File: src/rtl/ilv_pkg.sv
package ilv_pkg;

    localparam int unsigned AW     = 6;
    localparam int unsigned DW     = 16;
    localparam int unsigned NBANK  = 2;
    localparam int unsigned BANK_W = $clog2(NBANK);
    localparam int unsigned ROW_W  = AW - BANK_W;
    localparam int unsigned DEPTH  = 1 << ROW_W;

    typedef struct packed {
        logic          we;
        logic [AW-1:0] addr;
        logic [DW-1:0] wdata;
    } mreq_t;

    typedef struct packed {
        logic             en;
        logic             we;
        logic [ROW_W-1:0] row;
        logic [DW-1:0]    wdata;
    } bcmd_t;

    function automatic logic [BANK_W-1:0] bank_of(input logic [AW-1:0] a);
        return a[BANK_W-1:0];
    endfunction

    function automatic logic [ROW_W-1:0] row_of(input logic [AW-1:0] a);
        return a[AW-1:BANK_W];
    endfunction

endpackage

File: src/rtl/ilv_bank.sv
module ilv_bank
    import ilv_pkg::*;
(
    input  logic          clk,
    input  bcmd_t         cmd,
    output logic [DW-1:0] rdata
);
    logic [DW-1:0] mem [DEPTH];

    always_ff @(posedge clk) begin
        if (cmd.en) begin
            if (cmd.we) mem[cmd.row] <= cmd.wdata;
            else        rdata        <= mem[cmd.row];
        end
    end
endmodule

File: src/rtl/ilv_arb.sv
module ilv_arb
    import ilv_pkg::*;
(
    input  logic  clk,
    input  logic  rst,
    input  logic  p0_valid,
    input  mreq_t p0_req,
    output logic  p0_ready,
    input  logic  p1_valid,
    input  mreq_t p1_req,
    output logic  p1_ready,
    output logic  iss0_v,
    output mreq_t iss0,
    output logic  iss1_v,
    output mreq_t iss1
);
    logic  hold_v;
    mreq_t hold_q;
    logic  p1_acc;
    logic  clash;

    always_comb begin
        p1_ready = !hold_v;
        p0_ready = !(hold_v && (bank_of(p0_req.addr) == bank_of(hold_q.addr)));
        iss0_v   = p0_valid && p0_ready;
        iss0     = p0_req;
        p1_acc   = p1_valid && p1_ready;
        clash    = p1_acc && iss0_v && (bank_of(p0_req.addr) == bank_of(p1_req.addr));
        iss1_v   = hold_v || (p1_acc && !clash);
        iss1     = hold_v ? hold_q : p1_req;
    end

    always_ff @(posedge clk) begin
        if (rst) begin
            hold_v <= 1'b0;
            hold_q <= '0;
        end else begin
            hold_v <= clash;
            if (clash) hold_q <= p1_req;
        end
    end


    park_issue_chk: assert property (@(posedge clk) disable iff (rst)
        (p0_valid && p0_ready && p1_valid && p1_ready &&
         bank_of(p0_req.addr) == bank_of(p1_req.addr))
        |=> (iss1_v && iss1 == $past(p1_req)));


    park_stall_chk: assert property (@(posedge clk) disable iff (rst)
        (p0_valid && p0_ready && p1_valid && p1_ready &&
         bank_of(p0_req.addr) == bank_of(p1_req.addr))
        |=> !p1_ready);


    split_issue_chk: assert property (@(posedge clk) disable iff (rst)
        (p0_valid && p1_valid && p1_ready &&
         bank_of(p0_req.addr) != bank_of(p1_req.addr))
        |-> (iss0_v && iss1_v));
endmodule

File: src/rtl/ilv_rsp.sv
module ilv_rsp
    import ilv_pkg::*;
(
    input  logic              clk,
    input  logic              rst,
    input  logic              iss_v,
    input  logic              iss_we,
    input  logic [BANK_W-1:0] iss_bank,
    input  logic [DW-1:0]     bank_rdata [NBANK],
    output logic              rsp_valid,
    output logic [DW-1:0]     rsp_rdata
);
    logic [BANK_W-1:0] bank_q;

    always_ff @(posedge clk) begin
        if (rst) begin
            rsp_valid <= 1'b0;
            bank_q    <= '0;
        end else begin
            rsp_valid <= iss_v && !iss_we;
            if (iss_v) bank_q <= iss_bank;
        end
    end

    assign rsp_rdata = bank_rdata[bank_q];
endmodule

File: src/rtl/ilv_mem.sv
module ilv_mem
    import ilv_pkg::*;
(
    input  logic          clk,
    input  logic          rst,
    input  logic          p0_req_valid,
    output logic          p0_req_ready,
    input  logic          p0_req_we,
    input  logic [AW-1:0] p0_req_addr,
    input  logic [DW-1:0] p0_req_wdata,
    output logic          p0_rsp_valid,
    output logic [DW-1:0] p0_rsp_rdata,
    input  logic          p1_req_valid,
    output logic          p1_req_ready,
    input  logic          p1_req_we,
    input  logic [AW-1:0] p1_req_addr,
    input  logic [DW-1:0] p1_req_wdata,
    output logic          p1_rsp_valid,
    output logic [DW-1:0] p1_rsp_rdata
);
    mreq_t r0, r1, i0, i1;
    logic  i0v, i1v;
    bcmd_t cmd [NBANK];
    logic [DW-1:0] brd [NBANK];
    logic [NBANK-1:0] sel0, sel1, rd0, rd1;

    assign r0 = '{we: p0_req_we, addr: p0_req_addr, wdata: p0_req_wdata};
    assign r1 = '{we: p1_req_we, addr: p1_req_addr, wdata: p1_req_wdata};

    ilv_arb u_arb (
        .clk(clk), .rst(rst),
        .p0_valid(p0_req_valid), .p0_req(r0), .p0_ready(p0_req_ready),
        .p1_valid(p1_req_valid), .p1_req(r1), .p1_ready(p1_req_ready),
        .iss0_v(i0v), .iss0(i0), .iss1_v(i1v), .iss1(i1)
    );

    for (genvar b = 0; b < NBANK; b++) begin : g_bank
        assign sel0[b] = i0v && (bank_of(i0.addr) == BANK_W'(b));
        assign sel1[b] = i1v && (bank_of(i1.addr) == BANK_W'(b));
        assign rd0[b]  = sel0[b] && !i0.we;
        assign rd1[b]  = sel1[b] && !i1.we;

        always_comb begin
            cmd[b].en    = sel0[b] || sel1[b];
            cmd[b].we    = sel0[b] ? i0.we : i1.we;
            cmd[b].row   = sel0[b] ? row_of(i0.addr) : row_of(i1.addr);
            cmd[b].wdata = sel0[b] ? i0.wdata : i1.wdata;
        end

        ilv_bank u_bank (.clk(clk), .cmd(cmd[b]), .rdata(brd[b]));


        bank_single_chk: assert property (@(posedge clk) disable iff (rst)
            !(sel0[b] && sel1[b]));
    end

    ilv_rsp u_rsp0 (
        .clk(clk), .rst(rst), .iss_v(i0v), .iss_we(i0.we),
        .iss_bank(bank_of(i0.addr)), .bank_rdata(brd),
        .rsp_valid(p0_rsp_valid), .rsp_rdata(p0_rsp_rdata)
    );

    ilv_rsp u_rsp1 (
        .clk(clk), .rst(rst), .iss_v(i1v), .iss_we(i1.we),
        .iss_bank(bank_of(i1.addr)), .bank_rdata(brd),
        .rsp_valid(p1_rsp_valid), .rsp_rdata(p1_rsp_rdata)
    );


    rsp0_follows_read_chk: assert property (@(posedge clk) disable iff (rst)
        p0_rsp_valid |-> $past(|rd0));


    rsp1_follows_read_chk: assert property (@(posedge clk) disable iff (rst)
        p1_rsp_valid |-> $past(|rd1));
endmodule

File: config.mk
export PLATFORM = sky130hd
export DESIGN_NAME = ilv_mem
export DESIGN_NICKNAME = d
export VERILOG_FILES = /design/src/rtl/ilv_pkg.sv /design/src/rtl/ilv_bank.sv /design/src/rtl/ilv_arb.sv /design/src/rtl/ilv_rsp.sv /design/src/rtl/ilv_mem.sv
export SDC_FILE = /design/constraint.sdc
export NUM_CORES = 1
export LEC_CHECK = 0
export BUFFER_PORTS_ARGS = -buffer_cell sky130_fd_sc_hd__clkbuf_2
export CAP_MARGIN = 0
export CORE_MARGIN = 2
export CORE_UTILIZATION = 35
export DETAILED_ROUTE_END_ITERATION = 12
export GPL_TIMING_DRIVEN = 0
export REMOVE_ABC_BUFFERS = 1
export SLEW_MARGIN = 20
export SYNTH_ARGS = -nofsm -noshare
export SYNTH_HDL_FRONTEND = slang
export SYNTH_SLANG_ARGS = --single-unit
File: constraint.sdc
create_clock -name clk -period 6.3 [get_ports clk]
set_input_delay 0.63 -clock clk [delete_from_list [all_inputs] [get_ports clk]]
set_output_delay 0.63 -clock clk [all_outputs]
set_load 0.01 [all_outputs]
# Word-level counts from Yosys, hierarchy flattened
# Memory sizes are Yosys's and may differ from the RTL's. A register that Yosys moved wholly into a read port is not among the register bits.
# Cells that the tools add are included.
dict set report classes {
  order_cmp 2
  eq_ne 2
  mux 19
  bitwise_logic 6
  reduce_logical 22
}
# operator count
set op_table {}
lappend op_table {{16-bit 2-to-1 mux} 8}
lappend op_table {{23-bit 2-to-1 mux} 1}
lappend op_table {{1-bit logical AND} 12}
lappend op_table {{5-bit 2-to-1 mux} 2}
lappend op_table {{1-bit 2-to-1 mux} 8}
lappend op_table {{1-bit logical NOT} 5}
lappend op_table {{2-bit greater-or-equal comparator, second input constant} 2}
lappend op_table {{1-bit inverter} 4}
lappend op_table {{1-bit inverter with 2-bit output} 2}
lappend op_table {{2-bit AND reduction} 2}
lappend op_table {{1-bit logical OR} 3}
lappend op_table {{1-bit equality test} 2}
dict set report totals {
  ff_bits 28
  ram_bits 1024
  output_inout_bits 36
  mem_count 2
}
# memory words word_bits read_ports rd_clocked_by_memory_dff wr line
set memory_table {}
lappend memory_table {{g_bank[0].u_bank.mem} 32 16 1 1 1 ilv_bank.sv:8} ;# logic [DW-1:0] mem [DEPTH];
lappend memory_table {{g_bank[1].u_bank.mem} 32 16 1 1 1 ilv_bank.sv:8}

# Longest topological paths before layout
# Gate-level depths: netlist of run 1.
dict set report logic_depth {
  word_depth 13
  mapped_depth 11
  ltp_nobuf 6
}

# Modules after synthesis
# Synthesis of run 1 repeated with hierarchy kept, for this count alone.
dict set report unflattened {
  hier_cells 2438
  hier_area_um2 43361.6
}
# module instances cells_each area_each_um2 seq_area_each_um2
set modules_own_cells {}
lappend modules_own_cells {ilv_bank 2 1089 20264.4 15855.2}
lappend modules_own_cells {ilv_arb 1 159 1560.2 480.5}
lappend modules_own_cells {ilv_mem 1 55 659.4 0.0}
lappend modules_own_cells {ilv_rsp 2 23 306.5 40.0}

# Worst setup path before layout of run 1
# No wires, ideal clock.
dict set report synth_timing {
  kind {input-to-reg}
  startpoint {input p0_req_addr[0]}
  endpoint {memory g_bank[0].u_bank.mem[27][0] (enable)}
  setup_time_ns 0.409
  t_arrival_ns 3.128
  t_required_ns 5.891
  slack_ns 2.763
  stages 7
  path_buffers 2
  cell_sequence {and2b_4 -> buf_4 -> nand2_2 -> buf_2 -> a2111oi_2 -> nand2_1 -> nor3_1}
}
dict set report synth_between {
  elab_chain_cells 13
}
# element line
set synth_rtl {}
lappend synth_rtl {{from (decl)} ilv_mem.sv:9} ;# input logic [AW-1:0] p0_req_addr,
lappend synth_rtl {{1-bit equality test} ilv_arb.sv:24} ;# p0_ready = !(hold_v && (bank_of(p0_req.addr) == bank_of(hold_q.addr)));
lappend synth_rtl {{1-bit logical AND} ilv_arb.sv:24}
lappend synth_rtl {{1-bit logical NOT} ilv_arb.sv:24}
lappend synth_rtl {{1-bit logical AND} ilv_arb.sv:25} ;# iss0_v = p0_valid && p0_ready;
lappend synth_rtl {{1-bit logical AND (2 in series)} ilv_arb.sv:28} ;# clash = p1_acc && iss0_v && (bank_of(p0_req.addr) == bank_of(p1_req.addr));
lappend synth_rtl {{1-bit logical NOT} ilv_arb.sv:29} ;# iss1_v = hold_v || (p1_acc && !clash);
lappend synth_rtl {{1-bit logical AND} ilv_arb.sv:29}
lappend synth_rtl {{1-bit logical OR} ilv_arb.sv:29}
lappend synth_rtl {{1-bit logical AND} ilv_mem.sv:39} ;# assign sel1[b] = i1v && (bank_of(i1.addr) == BANK_W'(b));
lappend synth_rtl {{1-bit logical OR} ilv_mem.sv:44} ;# cmd[b].en = sel0[b] || sel1[b];
lappend synth_rtl {{1-bit 2-to-1 mux} ilv_bank.sv:11} ;# if (cmd.en) begin
lappend synth_rtl {{1-bit 2-to-1 mux (implied by the code)} ilv_bank.sv:12} ;# if (cmd.we) mem[cmd.row] <= cmd.wdata;
lappend synth_rtl {{to (decl)} ilv_bank.sv:8}
# Parallel ways exist; a longest one is shown, timed or not.

# Final worst setup path of run 1
dict set report layout_timing {
  startpoint {register u_arb.hold_v}
  endpoint {register g_bank[0].u_bank.rdata[4] (read register of g_bank[0].u_bank.mem) (data pin)}
}
dict set report layout_between {
  elab_chain_cells 11
}
# element line
set layout_rtl {}
lappend layout_rtl {{from (decl)} ilv_arb.sv:17} ;# logic hold_v;
lappend layout_rtl {{from (signal assigned)} ilv_arb.sv:38} ;# hold_v <= clash;
lappend layout_rtl {{1-bit logical AND} ilv_arb.sv:24}
lappend layout_rtl {{1-bit logical NOT} ilv_arb.sv:24}
lappend layout_rtl {{1-bit logical AND} ilv_arb.sv:25}
lappend layout_rtl {{1-bit logical AND (2 in series)} ilv_arb.sv:28}
lappend layout_rtl {{1-bit logical NOT} ilv_arb.sv:29}
lappend layout_rtl {{1-bit logical AND} ilv_arb.sv:29}
lappend layout_rtl {{1-bit logical OR} ilv_arb.sv:29}
lappend layout_rtl {{1-bit logical AND} ilv_mem.sv:39}
lappend layout_rtl {{1-bit logical OR} ilv_mem.sv:44}
lappend layout_rtl {{2-bit AND reduction (no line)} -}
lappend layout_rtl {{to (decl)} ilv_bank.sv:6} ;# output logic [DW-1:0] rdata
# Parallel ways exist; a longest one is shown, timed or not.
# A chain may end at the register's enable or synchronous reset.

==> results.sh, run 1 <==
export IMPL_grt_pass1_vias=30655
export IMPL_power_density_mw_per_mm2=298
export IMPL_dpl_cell_area_mm2=0.0510
export IMPL_io_pins=86
export IMPL_finalCritPeriodShare_pct=82.2
export IMPL_maxCapViolations=0
export IMPL_path_depth=17
export IMPL_cp_cell_sequence="nor2b_4 > nor3_2 > buf_4 > buf_4 > buf_4 > buf_4 > buf_4 > buf_6 > buf_4 > buf_4 > buf_4 > buf_6 > buf_4 > o21ai_0 > a21oi_1 > nor4_1 > nand4_1"
export IMPL_worstSetupPathType="register to register"
export IMPL_path_clk_slew_ns=0.07
export IMPL_cts_root_buffer="clkbuf_16"
export IMPL_rows=132
export IMPL_setup_viol=0
export IMPL_place_congestion=0.821
export IMPL_coreArea_mm2=0.129
export IMPL_final_nets=3663
export IMPL_dp_slack_ns=1.21
export IMPL_fillers=11492
export IMPL_crit_path_start_kind="register"
export IMPL_cts_max_path_buffers=3
export IMPL_syn_instance_count=3516
export IMPL_slew_violations=0
export IMPL_via_per_inst=5.81
export IMPL_wl_mm=140
export IMPL_path_delay_family="buffers and inverters"
export IMPL_synth_area_mm2=0.0453
export IMPL_dr_pass1_iters=6
export IMPL_htreeDepth=3
export IMPL_ir_drop_v=0.000205
export IMPL_postRouteAntennaNets=0
export IMPL_post_route_min_period_ns=5.18
export IMPL_cts_tree="yes"
export IMPL_worstHoldEndpoint="u_arb.hold_q[10]$_SDFFE_PP0P_"
export IMPL_vias=31634
export IMPL_multi_input_area_mm2=0.0127
export IMPL_grt_max_degree=61
export IMPL_grt_setup_unrepaired="false"
export IMPL_max_freq_mhz=193
export IMPL_drtIter0Drc=4237
export IMPL_ys_async_sr_fraction_pct=0
export IMPL_hp_class="input port to register"
export IMPL_ys_flop_type="edfxtp_1"
export IMPL_worstHoldPathCells=3
export IMPL_hp_start="p1_req_wdata[10]"
export IMPL_r2r_start="u_arb.hold_v$_SDFF_PP0_"
export IMPL_track_usage_pct=20.8
export IMPL_start_util_pct=35.1
export IMPL_drc=0
export IMPL_grt_overflow=0
export IMPL_critPathMaxStageDelay_ns=0.84
export IMPL_final_seq_area_mm2=0.0323
export IMPL_antenna_found_initial=9
export IMPL_critPathMostFrequentCell="buf_4"
export IMPL_hold_viol=0
export IMPL_grt_pass1_wl_mm=206
export IMPL_numClockSinks=1084
export IMPL_ys_seq_elements=1084
export IMPL_crit_buf_inv=11
export IMPL_worst_setup_path_end_kind="register"
export IMPL_post_cts_buffers=0
export IMPL_tns_ns=0
export IMPL_routedWlPerCell_um=25.8
export IMPL_seq_area_frac_synth_pct=71.2
export IMPL_r2r_end="g_bank[0].u_bank.rdata[4]$_DFFE_PP_"
export IMPL_drive_gt1_share_pct=18.4
export IMPL_crit_arrival_ns=5.48
export IMPL_critPathMaxFanout=45
export IMPL_synth_edf_count=1056
export IMPL_skew_ns=0.0259
export IMPL_port_buffers=85
export IMPL_numCtsBuffers=106
export IMPL_p_leak_nw=17.1
export IMPL_cp_required_ns=6.60
export IMPL_tightest_slew_ns=1.19
export IMPL_reg2reg_slack_ns=1.12
export IMPL_die_x_um=364
export IMPL_area_growth_pct=20.4
export IMPL_fin_ws_ns=1.12
export IMPL_slew_headroom_pct=20.5
export IMPL_worst_path_max_delay_cell="dfxtp_4"
export IMPL_insertion_delay_ns=0.69
export IMPL_status="finished clean"
export IMPL_yosysUniqueCellTypes=63
export IMPL_postCtsHoldBufs=0
export IMPL_die_y_um=364
export IMPL_stdcell_area_mm2=0.0546
export IMPL_synth_warnings=0
export IMPL_die_area_mm2=0.132
export IMPL_syn_avg_cell_area_um2=12.9
export IMPL_hpwl_mm=91.0
export IMPL_rr_worst_depth=17
export IMPL_cts_repair_resized=0
flip-flops by register name, summed over array words and instances, names as in the netlist:
register	cells
g_bank.u_bank.rdata	32
u_rsp0.bank_q	1
u_arb.hold_q	23
u_rsp1.rsp_valid	1
u_rsp0.rsp_valid	1
g_bank.u_bank.mem	1024
u_rsp1.bank_q	1
u_arb.hold_v	1
how the worst max path moves through the flow:
stage	start	endpoint	slack (ns)
after floorplan	u_arb.hold_v$_SDFF_PP0_	g_bank[0].u_bank.mem[26][0]$_DFFE_PP_	-6.13
after global placement	u_arb.hold_v$_SDFF_PP0_	g_bank[0].u_bank.rdata[0]$_DFFE_PP_	-17.99
after detailed placement	u_arb.hold_v$_SDFF_PP0_	g_bank[0].u_bank.rdata[4]$_DFFE_PP_	1.21
after CTS	u_arb.hold_v$_SDFF_PP0_	g_bank[0].u_bank.rdata[4]$_DFFE_PP_	1.19
after global routing	u_arb.hold_v$_SDFF_PP0_	g_bank[0].u_bank.rdata[4]$_DFFE_PP_	1.03
final	u_arb.hold_v$_SDFF_PP0_	g_bank[0].u_bank.rdata[4]$_DFFE_PP_	1.12
metal layers:
| layer | up-vias | global-route usage (%) | share of wire (%) |
|---|---|---|---|
| met5 | - | 0 | 0.050 |
| met4 | 10 | 6.91 | 3.3 |
| met3 | 241 | 3.96 | 9.1 |
| met2 | 1525 | 32.1 | 46 |
| met1 | 15945 | 29.5 | 42 |
| li1 | 13913 | - | - |
worst min-delay path: stages:
cell,delay (ns)
clkbuf_2,0.09
nand2_1,0.05
a21oi_1,0.05
Yosys cell counts, types with 3 or more instances:
master | n | share of area, %
nand4_1 | 32 | 0.44
nand2_2 | 3 | 0.041
edfxtp_1 | 1056 | 70
dfxtp_1 | 28 | 1.2
a211oi_2 | 9 | 0.25
o21ai_0 | 519 | 5.7
nand3b_1 | 5 | 0.083
o21ai_2 | 3 | 0.058
buf_2 | 99 | 1.1
o22ai_2 | 23 | 0.64
nor4_1 | 131 | 1.8
nor2_1 | 86 | 0.71
nand3_1 | 519 | 5.7
buf_4 | 9 | 0.15
nand2_1 | 64 | 0.53
mux2i_1 | 19 | 0.42
nor4b_2 | 4 | 0.13
a211oi_4 | 3 | 0.13
a221oi_2 | 3 | 0.099
buf_6 | 4 | 0.099
a211oi_1 | 18 | 0.30
or3b_1 | 3 | 0.058
o21ai_1 | 4 | 0.044
nor4_2 | 3 | 0.083
nor3_1 | 36 | 0.40
mux2_2 | 36 | 0.89
nor3_2 | 3 | 0.066
a22oi_2 | 3 | 0.083
a21oi_1 | 557 | 6.2
buf_1 | 23 | 0.19
clkbuf_1 | 164 | 1.4
nor2b_1 | 4 | 0.055
nand2b_1 | 4 | 0.055
cells in the final DEF, fill, tap and decap left out, drive strengths merged, types with 2 or more instances in the layout:
master and instances:
a211oi 30, a21oi 558, a221oi 4, a22oi 4
and2 3, and3 2, and4 2, buf 203
bufinv 17, clkbuf 208, clkinv 50, dfxtp 28
edfxtp 1056, inv 6, mux2 37, mux2i 23
nand2 67, nand2b 5, nand3 519, nand3b 5
nand4 32, nor2 86, nor2b 5, nor3 39
nor4 134, nor4b 6, o21ai 527, o221ai 2
o22ai 24, or3 2, or3b 3, xnor2 2
cells by family (layout without fill, tap and decap cells):
family                 count (synthesis)  in the layout  synth area share [%]
AO/OA/AOI/OAI                       1156           1156                  13.8
flip-flops                          1084           1084                  71.2
AND/OR/NAND/NOR                      913            913                  10.5
buffers and inverters                301            485                  2.91
multiplexers                          60             60                  1.51
XOR/XNOR                               2              2                0.0387
other                                  0              1                     0
area by class of cell:
type	count	area share, %
Inverter	2	0.0138
Sequential cell	1084	59.1
Timing Repair Buffer	288	7.04
Multi-Input combinational cell	2131	23.3
Clock inverter	72	1.46
Clock buffer	123	5.06
Antenna cell	1	0.00459
Tap cell	1742	3.99
per-stage QoR:
| stage | total power [mW] | hold WS [ns] | util, % | std cells |
|---|---|---|---|---|
| 3_5_place_dp | 9.87 | 0.446 | 39.5 | 5246 |
| 4_1_cts | 16.3 | 0.141 | 42.3 | 5441 |
| 5_1_grt | 16.7 | 0.159 | 42.3 | 5442 |
| 2_1_floorplan | 8.99 | 0.430 | - | 3217 |
| 3_3_place_gp | 9.62 | 0.442 | 36.1 | 5044 |
| 6_report | 16.3 | 0.171 | 42.3 | 5443 |
power by group:
| group | internal, mW | leakage [nW] | total [mW] | switching (mW) |
|---|---|---|---|---|
| clock | 3.82 | 1.76 | 6.55 | 2.72 |
| combinational | 0.518 | 5.63 | 1.61 | 1.09 |
| sequential | 8.09 | 9.73 | 8.13 | 0.0462 |
(Power assumes the default switching activity.)
==> run 2, diff against run 1 <==
==> constraint.sdc (replaced) <==
create_clock -name clk -period 5 [get_ports clk]
set_input_delay 0.5 -clock clk [delete_from_list [all_inputs] [get_ports clk]]
set_output_delay 0.5 -clock clk [all_outputs]
set_load 0.01 [all_outputs]
==> results.sh, run 2 (synthesis gave the netlist of run 1 again) <==
export IMPL_status="finished clean"
export IMPL_worstHoldEndpoint="u_arb.hold_q[10]$_SDFFE_PP0P_"
export IMPL_hp_start="p1_req_wdata[10]"
export IMPL_coreArea_mm2=0.129
export IMPL_rr_worst_depth=17
export IMPL_instances_no_fill=5444
export IMPL_cp_required_ns=5.30
export IMPL_r2r_end="g_bank[0].u_bank.rdata[4]$_DFFE_PP_"
export IMPL_max_freq_mhz=204
export IMPL_tightest_slew_ns=1.19
export IMPL_io_pins=86
export IMPL_postRouteAntennaNets=0
export IMPL_grt_setup_unrepaired="false"
export IMPL_track_usage_pct=20.9
export IMPL_drc=0
export IMPL_power_density_mw_per_mm2=376
export IMPL_start_util_pct=35.1
export IMPL_crit_path_start_kind="register"
export IMPL_numClockSinks=1084
export IMPL_grt_pass1_vias=30698
export IMPL_dpl_cell_count=5246
export IMPL_crit_arrival_ns=5.19
export IMPL_grt_max_degree=61
export IMPL_via_per_inst=5.80
export IMPL_layout_common_cells="edfxtp_1, a21oi_1, nand3_1, o21ai_0, nor4_1"
export IMPL_r2r_start="u_arb.hold_v$_SDFF_PP0_"
export IMPL_largestRegisters="g_bank.u_bank.mem: 1024 flops, g_bank.u_bank.rdata: 32 flops, u_arb.hold_q: 23 flops"
export IMPL_cts_root_buffer="clkbuf_16"
export IMPL_cts_repair_resized=0
export IMPL_worst_path_max_delay_cell="dfxtp_4"
export IMPL_critPathMaxFanout=24
export IMPL_hold_viol=0
export IMPL_final_common_cell="edfxtp_1"
export IMPL_hpwl_mm=91.0
export IMPL_timing_hold_ws_ns=0.0408
export IMPL_drtIter0Drc=4239
export IMPL_slew_headroom_pct=20.7
export IMPL_worst_setup_path_end_kind="register"
export IMPL_grt_overflow=0
export IMPL_insertion_delay_ns=0.69
export IMPL_setup_viol=0
export IMPL_dpl_cell_area_mm2=0.0510
export IMPL_antenna_found_initial=8
export IMPL_regMostFlops="g_bank.u_bank.mem"
export IMPL_final_nets=3664
export IMPL_area_growth_pct=20.5
export IMPL_htreeDepth=3
export IMPL_place_congestion=0.821
export IMPL_maxCapViolations=0
export IMPL_postCtsHoldBufs=0
export IMPL_wl_mm=141
export IMPL_worstHoldPathCells=3
export IMPL_die_y_um=364
export IMPL_critPathMaxStageDelay_ns=0.61
export IMPL_critPathMostFrequentCell="buf_4"
export IMPL_reg2reg_slack_ns=0.11
export IMPL_largest_register_ffs=1024
export IMPL_drive_gt1_share_pct=18.5
export IMPL_vias=31599
export IMPL_stdcell_area_mm2=0.0546
export IMPL_ir_drop_v=0.000259
export IMPL_die_area_mm2=0.132
export IMPL_grt_pass1_wl_mm=207
export IMPL_fillers=11490
export IMPL_hp_class="input port to register"
export IMPL_dr_pass1_iters=6
export IMPL_skew_ns=0.0244
export IMPL_post_route_min_period_ns=4.89
export IMPL_worstSetupPathType="register to register"
export IMPL_p_leak_nw=17.1
export IMPL_slew_violations=0
export IMPL_finalCritPeriodShare_pct=97.8
export IMPL_die_x_um=364
export IMPL_cp_cell_sequence="nor2b_4 > nor3_2 > buf_4 > buf_4 > buf_4 > buf_4 > buf_4 > buf_6 > buf_4 > buf_4 > buf_4 > buf_6 > buf_4 > o21ai_0 > a21oi_1 > nor4_1 > nand4_1"
export IMPL_port_buffers=85
export IMPL_cts_tree="yes"
export IMPL_cts_max_path_buffers=3
export IMPL_numCtsBuffers=106
export IMPL_postLayoutCoreUtil_pct=42.3
export IMPL_path_clk_slew_ns=0.07
export IMPL_routedWlPerCell_um=25.9
export IMPL_rows=132
[run 2: cell count changes in the layout (fill, tap and decap cells not counted), sizes merged]
| cell | previous run | this run |
|---|---|---|
| buf | 203 | 204 |
[run 2: stage by stage]
stage                      TNS, ns  total power [mW]  setup WS, ns
after floorplan           -4613.26              11.3         -7.43
final                            0              20.5         0.109
after global placement           -              12.1        -19.29
after global routing             0              21.1        0.0373
after CTS                        0              20.6         0.182
after detailed placement    -0.135              12.4       -0.0894
[run 2: report_power, final]
| part | total, mW | leakage [nW] | switching, mW | internal, mW |
|---|---|---|---|---|
| combinational | 2.03 | 5.64 | 1.38 | 0.654 |
| clock | 8.26 | 1.76 | 3.44 | 4.82 |
| sequential | 10.2 | 9.73 | 0.0557 | 10.2 |
[run 2: critical path, delay by kind of cell, from the launching register on]
family | cells | cell delay [ns]
AND/OR/NAND/NOR | 4 | 1.51
buffers and inverters | 11 | 2.04
AO/OA/AOI/OAI | 2 | 0.29
flip-flops | 1 | 0.61
[run 2: metal layers]
metal | GRT usage [%] | wire [µm]
met5 | 0 | 50
met4 | 6.92 | 4440
met3 | 3.92 | 13200
met2 | 32.2 | 64500
met1 | 29.6 | 58800
[run 2: what timing repair did]
item / CTS / global route
endpoints found under the hold margin: 0 / 0
setup endpoints to repair: 3 / 0
setup buffers: 1 / 0
[run 2: worst max path at each step]
stage | startpoint | to | slack, ns | cells after the start
after floorplan | u_arb.hold_v$_SDFF_PP0_ | g_bank[0].u_bank.mem[26][0]$_DFFE_PP_ | -7.43 | 5
after global placement | u_arb.hold_v$_SDFF_PP0_ | g_bank[0].u_bank.rdata[0]$_DFFE_PP_ | -19.29 | 6
after detailed placement | u_arb.hold_v$_SDFF_PP0_ | g_bank[0].u_bank.rdata[4]$_DFFE_PP_ | -0.09 | 17
after CTS | u_arb.hold_v$_SDFF_PP0_ | g_bank[0].u_bank.rdata[4]$_DFFE_PP_ | 0.18 | 17
after global routing | u_arb.hold_v$_SDFF_PP0_ | g_bank[0].u_bank.rdata[4]$_DFFE_PP_ | 0.04 | 17
final | u_arb.hold_v$_SDFF_PP0_ | g_bank[0].u_bank.rdata[4]$_DFFE_PP_ | 0.11 | 17
[run 2: layout make-up]
type / count / area, µm² / share of cell area [%]
clock inverters: 72 / 797 / 1.46
flip-flops and latches: 1084 / 32300 / 59.1
clock buffers: 123 / 2760 / 5.05
repair buffers: 289 / 3860 / 7.08
well taps: 1742 / 2180 / 3.99
diodes: 1 / 2.50 / 0.00458
inverters: 2 / 7.51 / 0.0138
multi-input cells: 2131 / 12700 / 23.3
